`config.mk`:
```
export PLATFORM = sky130hd
export DESIGN_NAME = seg_xlate_unit
export DESIGN_NICKNAME = d
export VERILOG_FILES = /design/src/rtl/seg_xlate_pkg.sv /design/src/rtl/seg_desc_decode.sv /design/src/rtl/seg_limit_check.sv /design/src/rtl/seg_type_check.sv /design/src/rtl/seg_xlate_unit.sv
export SDC_FILE = /design/constraint.sdc
export NUM_CORES = 1
export LEC_CHECK = 0
export BUFFER_PORTS_ARGS = -buffer_cell sky130_fd_sc_hd__buf_4
export CORE_UTILIZATION = 50
export DETAILED_ROUTE_END_ITERATION = 16
export PLACE_DENSITY = 0.76
export SYNTH_ARGS = -nofsm -noshare
export SYNTH_HDL_FRONTEND = slang
export SYNTH_SLANG_ARGS = --single-unit
```
`constraint.sdc`:
```
create_clock -name clk -period 7.1 [get_ports clk]
set_input_delay 0.355 -clock clk [delete_from_list [all_inputs] [get_ports clk]]
set_output_delay 0.355 -clock clk [all_outputs]
set_load 0.02 [all_outputs]
```
`src/rtl/seg_xlate_pkg.sv`:
```
package seg_xlate_pkg;

  typedef enum logic [2:0] {
    CAUSE_NONE        = 3'd0,
    CAUSE_NOT_PRESENT = 3'd1,
    CAUSE_SYSTEM      = 3'd2,
    CAUSE_ACCESS      = 3'd3,
    CAUSE_LIMIT       = 3'd4
  } fault_cause_e;

  typedef enum logic [1:0] {
    KIND_READ  = 2'd0,
    KIND_WRITE = 2'd1,
    KIND_FETCH = 2'd2,
    KIND_RSVD  = 2'd3
  } acc_kind_e;

  localparam int DESC_W   = 64;
  localparam int ADDR_W   = 32;
  localparam int LIMIT_W  = 20;
  localparam int ACC_BIT  = 40;

  typedef struct packed {
    logic [ADDR_W-1:0]  base;
    logic [LIMIT_W-1:0] limit;
    logic               gran;
    logic               big;
    logic               present;
    logic [1:0]         priv;
    logic               mem_seg;
    logic               exec;
    logic               dir;
    logic               perm;
    logic               accessed;
  } seg_fields_t;

endpackage

```
`src/rtl/seg_desc_decode.sv`:
```
module seg_desc_decode
  import seg_xlate_pkg::*;
(
  input  logic [DESC_W-1:0] desc,
  output seg_fields_t       fields
);

  logic unused_bits;
  assign unused_bits = ^desc[53:52];

  always_comb begin
    fields.base     = {desc[63:56], desc[39:16]};
    fields.limit    = {desc[51:48], desc[15:0]};
    fields.gran     = desc[55];
    fields.big      = desc[54];
    fields.present  = desc[47];
    fields.priv     = desc[46:45];
    fields.mem_seg  = desc[44];
    fields.exec     = desc[43];
    fields.dir      = desc[42];
    fields.perm     = desc[41];
    fields.accessed = desc[40];
  end

endmodule

```
`src/rtl/seg_limit_check.sv`:
```
module seg_limit_check
  import seg_xlate_pkg::*;
#(
  parameter int          GRAN_SHIFT = 12,
  parameter logic [31:0] SMALL_TOP  = 32'h0000_FFFF
) (
  input  logic [LIMIT_W-1:0] limit,
  input  logic               gran,
  input  logic               big,
  input  logic               expand_down,
  input  logic [ADDR_W-1:0]  offset,
  input  logic [1:0]         size_code,
  output logic               in_range
);

  localparam logic [ADDR_W-1:0] GRAN_FILL = (ADDR_W'(1) << GRAN_SHIFT) - ADDR_W'(1);
  localparam logic [ADDR_W:0]   BIG_TOP   = {1'b0, {ADDR_W{1'b1}}};

  logic [ADDR_W-1:0] eff_limit;
  logic [ADDR_W:0]   span;
  logic [ADDR_W:0]   last_byte;
  logic [ADDR_W:0]   upper;

  always_comb begin
    if (gran) eff_limit = (ADDR_W'(limit) << GRAN_SHIFT) | GRAN_FILL;
    else      eff_limit = ADDR_W'(limit);
    span      = ((ADDR_W+1)'(1) << size_code) - (ADDR_W+1)'(1);
    last_byte = {1'b0, offset} + span;
    upper     = big ? BIG_TOP : {1'b0, SMALL_TOP};
    if (expand_down)
      in_range = (offset > eff_limit) && (last_byte <= upper);
    else
      in_range = (last_byte <= {1'b0, eff_limit});
  end


  always_comb begin
    lim_normal_chk: assert (!(in_range && !expand_down) || (offset <= eff_limit));
  end


  always_comb begin
    lim_expand_chk: assert (!(in_range && expand_down) || (offset > eff_limit));
  end

endmodule

```
`src/rtl/seg_type_check.sv`:
```
module seg_type_check
  import seg_xlate_pkg::*;
(
  input  logic      exec,
  input  logic      perm,
  input  acc_kind_e kind,
  output logic      kind_ok
);

  always_comb begin
    unique case (kind)
      KIND_READ:  kind_ok = exec ? perm : 1'b1;
      KIND_WRITE: kind_ok = !exec && perm;
      KIND_FETCH: kind_ok = exec;
      default:    kind_ok = 1'b0;
    endcase
  end


  always_comb begin
    kind_wr_code_chk: assert (!(kind_ok && kind == KIND_WRITE) || !exec);
  end

endmodule

```
`src/rtl/seg_xlate_unit.sv`:
```
module seg_xlate_unit
  import seg_xlate_pkg::*;
#(
  parameter int          GRAN_SHIFT = 12,
  parameter logic [31:0] SMALL_TOP  = 32'h0000_FFFF
) (
  input  logic        clk,
  input  logic        rst_n,
  input  logic        req_valid,
  input  logic [63:0] desc_in,
  input  logic [31:0] offset,
  input  logic [1:0]  size_code,
  input  logic [1:0]  acc_kind,
  output logic [31:0] lin_addr,
  output logic        rsp_valid,
  output logic        fault,
  output logic [2:0]  fault_cause,
  output logic [63:0] desc_out
);

  // reset: asserted asynchronously, released on the clock
  logic [1:0] rst_pipe;
  logic       rst_int_n;

  always_ff @(posedge clk or negedge rst_n) begin
    if (!rst_n) rst_pipe <= 2'b00;
    else        rst_pipe <= {rst_pipe[0], 1'b1};
  end
  assign rst_int_n = rst_pipe[1];

  seg_fields_t fld;
  logic        expand_down;
  logic        range_ok;
  logic        kind_ok;

  seg_desc_decode u_decode (
    .desc   (desc_in),
    .fields (fld)
  );

  assign expand_down = !fld.exec && fld.dir;

  seg_limit_check #(
    .GRAN_SHIFT (GRAN_SHIFT),
    .SMALL_TOP  (SMALL_TOP)
  ) u_limit (
    .limit       (fld.limit),
    .gran        (fld.gran),
    .big         (fld.big),
    .expand_down (expand_down),
    .offset      (offset),
    .size_code   (size_code),
    .in_range    (range_ok)
  );

  seg_type_check u_type (
    .exec    (fld.exec),
    .perm    (fld.perm),
    .kind    (acc_kind_e'(acc_kind)),
    .kind_ok (kind_ok)
  );

  // next-state
  fault_cause_e       cause_nxt;
  logic [ADDR_W-1:0]  lin_nxt;
  logic [DESC_W-1:0]  desc_nxt;
  logic               ok_nxt;
  logic               unused_priv;

  assign unused_priv = ^fld.priv ^ fld.accessed;

  always_comb begin
    if (!fld.present)      cause_nxt = CAUSE_NOT_PRESENT;
    else if (!fld.mem_seg) cause_nxt = CAUSE_SYSTEM;
    else if (!kind_ok)     cause_nxt = CAUSE_ACCESS;
    else if (!range_ok)    cause_nxt = CAUSE_LIMIT;
    else                   cause_nxt = CAUSE_NONE;
    ok_nxt   = (cause_nxt == CAUSE_NONE);
    lin_nxt  = ok_nxt ? (fld.base + offset) : '0;
    desc_nxt = desc_in;
    if (ok_nxt) desc_nxt[ACC_BIT] = 1'b1;
  end

  // registers
  always_ff @(posedge clk or negedge rst_int_n) begin
    if (!rst_int_n) begin
      lin_addr    <= '0;
      rsp_valid   <= 1'b0;
      fault       <= 1'b0;
      fault_cause <= '0;
      desc_out    <= '0;
    end else begin
      rsp_valid <= req_valid;
      if (req_valid) begin
        lin_addr    <= lin_nxt;
        fault       <= !ok_nxt;
        fault_cause <= cause_nxt;
        desc_out    <= desc_nxt;
      end
    end
  end


  rsp_valid_chk: assert property (@(posedge clk) disable iff (!rst_int_n)
    req_valid |=> rsp_valid);


  np_fault_chk: assert property (@(posedge clk) disable iff (!rst_int_n)
    (req_valid && !desc_in[47]) |=> (fault && fault_cause == 3'd1));


  acc_set_chk: assert property (@(posedge clk) disable iff (!rst_int_n)
    (rsp_valid && !fault) |-> desc_out[ACC_BIT]);


  desc_keep_chk: assert property (@(posedge clk) disable iff (!rst_int_n)
    req_valid |=> (desc_out[63:41] == $past(desc_in[63:41]) &&
                   desc_out[39:0]  == $past(desc_in[39:0])));


  fault_addr_chk: assert property (@(posedge clk) disable iff (!rst_int_n)
    fault |-> (lin_addr == '0 && fault_cause != 3'd0));


  hold_chk: assert property (@(posedge clk) disable iff (!rst_int_n)
    (!req_valid && !$past(!rst_int_n)) |=> $stable(lin_addr) && $stable(fault_cause));

endmodule

```
Word-level counts from Yosys, hierarchy flattened
Index checks and enable logic that the tools add are counted.

word-level totals
  logic and storage cells = 33
  bits of input ports = 103
  register bits after elaboration = 103

operators by class
  order comparisons = 3
  equal/unequal tests = 2
  $add $sub $neg = 3
  shift operators = 1
  mux-type cells = 11
  reduce and logical (&&, ||, !) cells = 7

operator list
  cell                                                  number
  2-to-1 mux 32 bit                                     3
  adder 32 x 33 -> 33 bit                               1
  <= comparator 33 x 32 -> 1 bit                        1
  <= comparator 33 bit                                  1
  left shift 1 x 2 -> 33 bit (first input constant)     1
  subtractor 33 x 2 -> 33 bit (second input constant)   1
  adder 32 bit                                          1
  > comparator 32 bit                                   1
  2-to-1 mux 3 bit                                      4
  logical AND 1 bit                                     3
  zero test 3 bit                                       1
  2-to-1 mux 1 bit                                      3
  case mux 1 bit (3 select lines)                       1
  equality test 2 x 1 -> 1 bit (second input constant)  1
  equality test 2 bit (second input constant)           1
  zero test 1 bit                                       2
  zero test 2 bit                                       1

Longest topological paths before layout
  depth in word-level cells = 12
  mapped depth = 25
  mapped depth without buffers = 24

Modules after synthesis
Synthesis repeated with hierarchy kept, for this count alone.

second synthesis, totals
  cells, all modules = 1,074
  area, all modules = 9,776.9 um^2

modules (own cells, without submodules)
  module           cells an instance  instances  sequential area each (um^2)  area an instance (um^2)
  seg_xlate_unit   479                1          2,577.5                      5,447.7
  seg_limit_check  529                1          0.0                          3,838.7
  seg_desc_decode  62                 1          0.0                          465.4
  seg_type_check   4                  1          0.0                          25.0

Worst setup path after synthesis
Ideal clock, no wire load.

  kind = in2reg
  start = input port size_code[1]
  end = register lin_addr[20]
  required time = 7.008 ns
  stages on the path = 25
  setup slack = 2.061 ns
  library setup time = 0.092 ns
  arrival = 4.947 ns
  cell sequence = nand2b_1 ha_1 inv_1 ha_1 fa_1 a21o_1 a221oi_2 o211ai_1 nand4_1 o31ai_1 a2111oi_0 o21bai_1 a21oi_1 xnor2_1 ha_1 a21o_1 a211o_1 a41oi_1 o211ai_1 a211oi_1 a211oi_1 o31ai_4 nand4_4 buf_6 o31ai_2

on the way
  cells in the longest elaborated chain, start to end = 12
  elaborated cells on any way between the ends = 13
  those cells by class = 2 x add/sub; 2 x order compare; 1 x shift; 6 x mux; 2 x reduce/logical

RTL lines
  element                          RTL line               RTL
  start, declared                  seg_xlate_unit.sv:12   input logic [1:0] size_code,
  left shift 1 x 2 -> 33 bit (*)   seg_limit_check.sv:27  span = ((ADDR_W+1)'(1) << size_code) - (ADDR_W+1)'(1);
  subtractor 33 x 2 -> 33 bit (*)  seg_limit_check.sv:27
  adder 32 x 33 -> 33 bit (*)      seg_limit_check.sv:28  last_byte = {1'b0, offset} + span;
  <= comparator 33 bit             seg_limit_check.sv:31  in_range = (offset > eff_limit) && (last_byte <= upper);
  logical AND 1 bit                seg_limit_check.sv:31
  2-to-1 mux 1 bit (*)             seg_limit_check.sv:30  if (expand_down)
  2-to-1 mux 3 bit (*)             seg_xlate_unit.sv:76   else if (!range_ok) cause_nxt = CAUSE_LIMIT;
  2-to-1 mux 3 bit (*)             seg_xlate_unit.sv:75   else if (!kind_ok) cause_nxt = CAUSE_ACCESS;
  2-to-1 mux 3 bit (*)             seg_xlate_unit.sv:74   else if (!fld.mem_seg) cause_nxt = CAUSE_SYSTEM;
  2-to-1 mux 3 bit (*)             seg_xlate_unit.sv:73   if (!fld.present) cause_nxt = CAUSE_NOT_PRESENT;
  zero test 3 bit (*)              seg_xlate_unit.sv:78   ok_nxt = (cause_nxt == CAUSE_NONE);
  2-to-1 mux 32 bit (*)            seg_xlate_unit.sv:79   lin_nxt = ok_nxt ? (fld.base + offset) : '0;
  end signal, assigned             seg_xlate_unit.sv:95   lin_addr <= lin_nxt;
  end, declared                    seg_xlate_unit.sv:14   output logic [31:0] lin_addr,

Every way passes the cells marked *; elsewhere a longest branch is shown, timed or not.
A chain may end at the register's enable or synchronous reset.

Final worst setup path
  start = input port size_code[1]
  end = register fault

on the way
  cells in the longest elaborated chain, start to end = 12
  elaborated cells on any way between the ends = 13
  those cells by class = 2 x add/sub; 2 x order compare; 1 x shift; 5 x mux; 3 x reduce/logical

RTL lines
  element                          RTL line               RTL
  left shift 1 x 2 -> 33 bit (*)   seg_limit_check.sv:27
  subtractor 33 x 2 -> 33 bit (*)  seg_limit_check.sv:27
  adder 32 x 33 -> 33 bit (*)      seg_limit_check.sv:28
  <= comparator 33 bit             seg_limit_check.sv:31
  logical AND 1 bit                seg_limit_check.sv:31
  2-to-1 mux 1 bit (*)             seg_limit_check.sv:30
  2-to-1 mux 3 bit (*)             seg_xlate_unit.sv:76
  2-to-1 mux 3 bit (*)             seg_xlate_unit.sv:75
  2-to-1 mux 3 bit (*)             seg_xlate_unit.sv:74
  2-to-1 mux 3 bit (*)             seg_xlate_unit.sv:73
  zero test 3 bit (*)              seg_xlate_unit.sv:78
  zero test 1 bit (*)              seg_xlate_unit.sv:96   fault <= !ok_nxt;
  end signal, assigned             seg_xlate_unit.sv:96
  end, declared                    seg_xlate_unit.sv:16   output logic fault,

Marks and branches as above.

==> reports/metrics.cfg <==
[synth]
ys.warnings.count = 0
ys_ff_latch = 103
synthCells = 986
avgSynthCellArea_sq_um = 9.343
synth_top_area_share_pct = 27.98
yosys.area_share.simple_pct = 13.00
synth_top_cell_by_area = dfrtp_1
synth_nets = 1237
synth_cell_types = 68
synthMuxAreaShare_pct = 8.679
synth_top_family_by_area = compound AO/OA/AOI/OAI gates
ys_async_sr_fraction_pct = 100.0
synth-xor-area-share_pct = 5.120
synth-compound-area-share_pct = 21.34
synthAdderAreaFrac_pct = 20.26
synth_most_common_cell = ha_1
ys.flop_type = dfrtp_1
synth_edf_count = 0
yosysSeqAreaShare_pct = 27.98
synthTopCellsByArea = dfrtp_1, ha_1, mux2_2
synth_common_cells = ha_1, dfrtp_1, nand2_1
syn-cell-area_sq_um = 9213

[detailed_routing]
drt-total-wl_mm = 26.60
drtPass1Iterations = 5
drc = 0
drtIter0Drc = 568
vias = 8359
vias_per_cell = 5.920
final_antenna_net_count = 0
wl_per_cell_microns = 18.84

[power]
power_frac_seq_pct = 31.8
peakVddDrop_mv = 0.1544
power.density_nw_per_um2 = 184.0
pwr-share-comb_pct = 41.3
power_mw = 2.075
p_sw_uw = 754.5
leakagePower_nw = 5.621
power_switching_share_pct = 36.37
power.internal_mw = 1.320
p_clk_share_pct = 26.9

[setup_path]
cp.depth = 23
cp-end-kind = flip-flop
reg2reg_depth = 1
worstPathCellList = buf_4 -> nand2b_1 -> ha_1 -> inv_1 -> ha_1 -> fa_1 -> a21o_1 -> a221oi_2 -> o211ai_1 -> nand4_1 -> o31ai_1 -> a2111oi_0 -> o21bai_1 -> a21oi_1 -> xnor2_1 -> ha_1 -> nand4_1 -> nor4_1 -> and4_1 -> nand4_1 -> o31ai_4 -> nand4_4 -> mux2_2
critPathArrivalTime_ns = 6.37
cp_max_fo = 34
worstPathRequired_ns = 7.34
worstSetupPathType = input port to flip-flop
cp_slowest_cell = nand4_4
critPathBufInv = 2
cpPeakStageDelay_ns = 0.50
critical_path.top_delay_family = compound AO/OA/AOI/OAI gates
start_kind = input port

[sta]
setup_tns_ns = 0
fmax_ghz = 0.1633
worstMarginPinSlew_ns = 0.8091
timing.hold.ws_ns = 0.2237
rsz0062_at_grt = no
fin_skew_ns = 0.008047
fin_crit_sh_pct = 86.27
finalMaxSlewViolations = 0
finalHoldViolCount = 0
setup_viol = 0
slew-limit-headroom_pct = 45.98
final.min_clock_period_ns = 6.125

[placed_design]
dp_hpwl_mm = 21.50
routabilityCongestion = 0.9892
port_buffers = 203
postPlaceCellArea_sq_um = 10940

[floorplanning]
die_h_microns = 137.7
die_area_sq_um = 18970
row_count = 49
fp.dieW_microns = 137.7
start_util_pct = 51.11
io_pins = 204
fp.coreArea_sq_um = 18020

[final_layout]
drive_above_1_share_pct = 26.04
stdcell_area_sq_um = 11270
utilization_pct = 62.55
diodes = 0
final_nets = 1429
area_growth_pct = 22.38

[clock_tree]
clk_pin_slew_ns = 0.07
cts-root-buf = clkbuf_16
post_cts_buffers = 0
h-tree-depth = 3
clkLatencyLatePin_ns = 0.36
clk_path_buf_depth = 2
cts_made_buffers = 9
cts_tree = done
cts_num_sinks = 103

[global_route]
grt_first_pass_wirelength_mm = 41.09
antenna_found_initial = 0
first_global_vias = 7984
grt_overflow = 0
grt_use_total_pct = 28.27
grt_max_degree = 52

[worst_hold_path]
min_path_type = input port to flip-flop
worstHoldPathCells = 2

[run]
cap_violations = 0

[run_status]
status = complete, no violations

## cells in the final DEF, fill, tap and decap left out, types with 5 or more instances in the layout
cell and count:
nand2_1 91, o31ai_2 7, xor2_1 20, a21o_1 51, nand4_1 25, ha_1 146, nor3_1 13, o2bb2ai_1 24
nor2b_1 7, nand2b_1 11, o21bai_1 9, o211ai_1 6, a211o_1 5, o21a_1 8, and3_1 6, mux2i_1 9
buf_4 205, dfrtp_1 102, o31ai_1 5, clkbuf_16 9, inv_1 59, nor4_1 7, xnor2_1 32, nor2_1 46
and2_1 5, o21ai_0 39, a21oi_1 71, a211oi_1 16, nand3_1 14, a31oi_1 8, mux2_2 63
## final timing paths
check / start / end / slack (ns)
worst max-delay path: size_code[1] / fault / 0.97
worst min-delay path: desc_in[45] / desc_out[45] / 0.22
worst max register to register: rst_pipe[1] / desc_out[18] / 5.60
worst min register to register: rst_pipe[0] / rst_pipe[1] / 0.35
max in group asynchronous: rst_pipe[1] / desc_out[18] / 5.60
min in group asynchronous: rst_n / rst_pipe[1] / 0.31
## cells by family (layout without fill, tap and decap cells)
logic type	count (synthesis)	after routing
AOI/OAI and AO/OA	281	281
and+or+nand+nor	243	243
adders and majority gates	148	148
DFF	103	103
buffers and inverters	85	282
muxes	72	72
xor gates and xnor gates	53	53
other	1	1
## sequential cells by signal, summed over array words and instances (netlist names)
signal,cells
fault,1
fault_cause,3
lin_addr,32
desc_out,64
rsp_valid,1
rst_pipe,2
## power by group through the flow
stage | logic (mW) | registers (mW) | clock network (mW)
floorplan | 0.511 | 0.726 | 0
global placement | 0.833 | 0.670 | 0
detailed placement | 0.843 | 0.672 | 0
CTS | 0.848 | 0.661 | 0.566
global route | 0.941 | 0.668 | 0.587
finish | 0.856 | 0.660 | 0.558
## layout make-up
| class | count | area (sq um) |
|---|---|---|
| fillers | 1550 | 6750 |
| flip-flops and latches | 103 | 2581 |
| multi-input cells | 798 | 6305 |
| clock inverters | 7 | 102.6 |
| clock buffers | 9 | 225.2 |
| well taps | 229 | 286.5 |
| repair buffers | 206 | 1549 |
| inverters | 60 | 225.2 |
## stage by stage
stage / instances / setup WS (ns)
after floorplan: 986 / 2.061
after global placement: 1395 / 0.9500
after detailed placement: 1395 / 0.7198
after CTS: 1412 / 1.086
after global routing: 1412 / 0.6252
final: 1412 / 0.9750
## timing repair
item / CTS / global route
hold endpoints to repair: 2 / 0
hold buffers: 1 / 0
resized for setup: 0 / 0
## metal layers
metal / up-vias / wire length (microns) / global-route usage [%]
li1: 4041 / - / -
met1: 3932 / 11630 / 36.57
met2: 325 / 12220 / 46.59
met3: 61 / 1842 / 4.820
met4: 0 / 914 / 11.47
met5: - / 0 / 0
No activity file was read; power rests on OpenSTA's default activity.
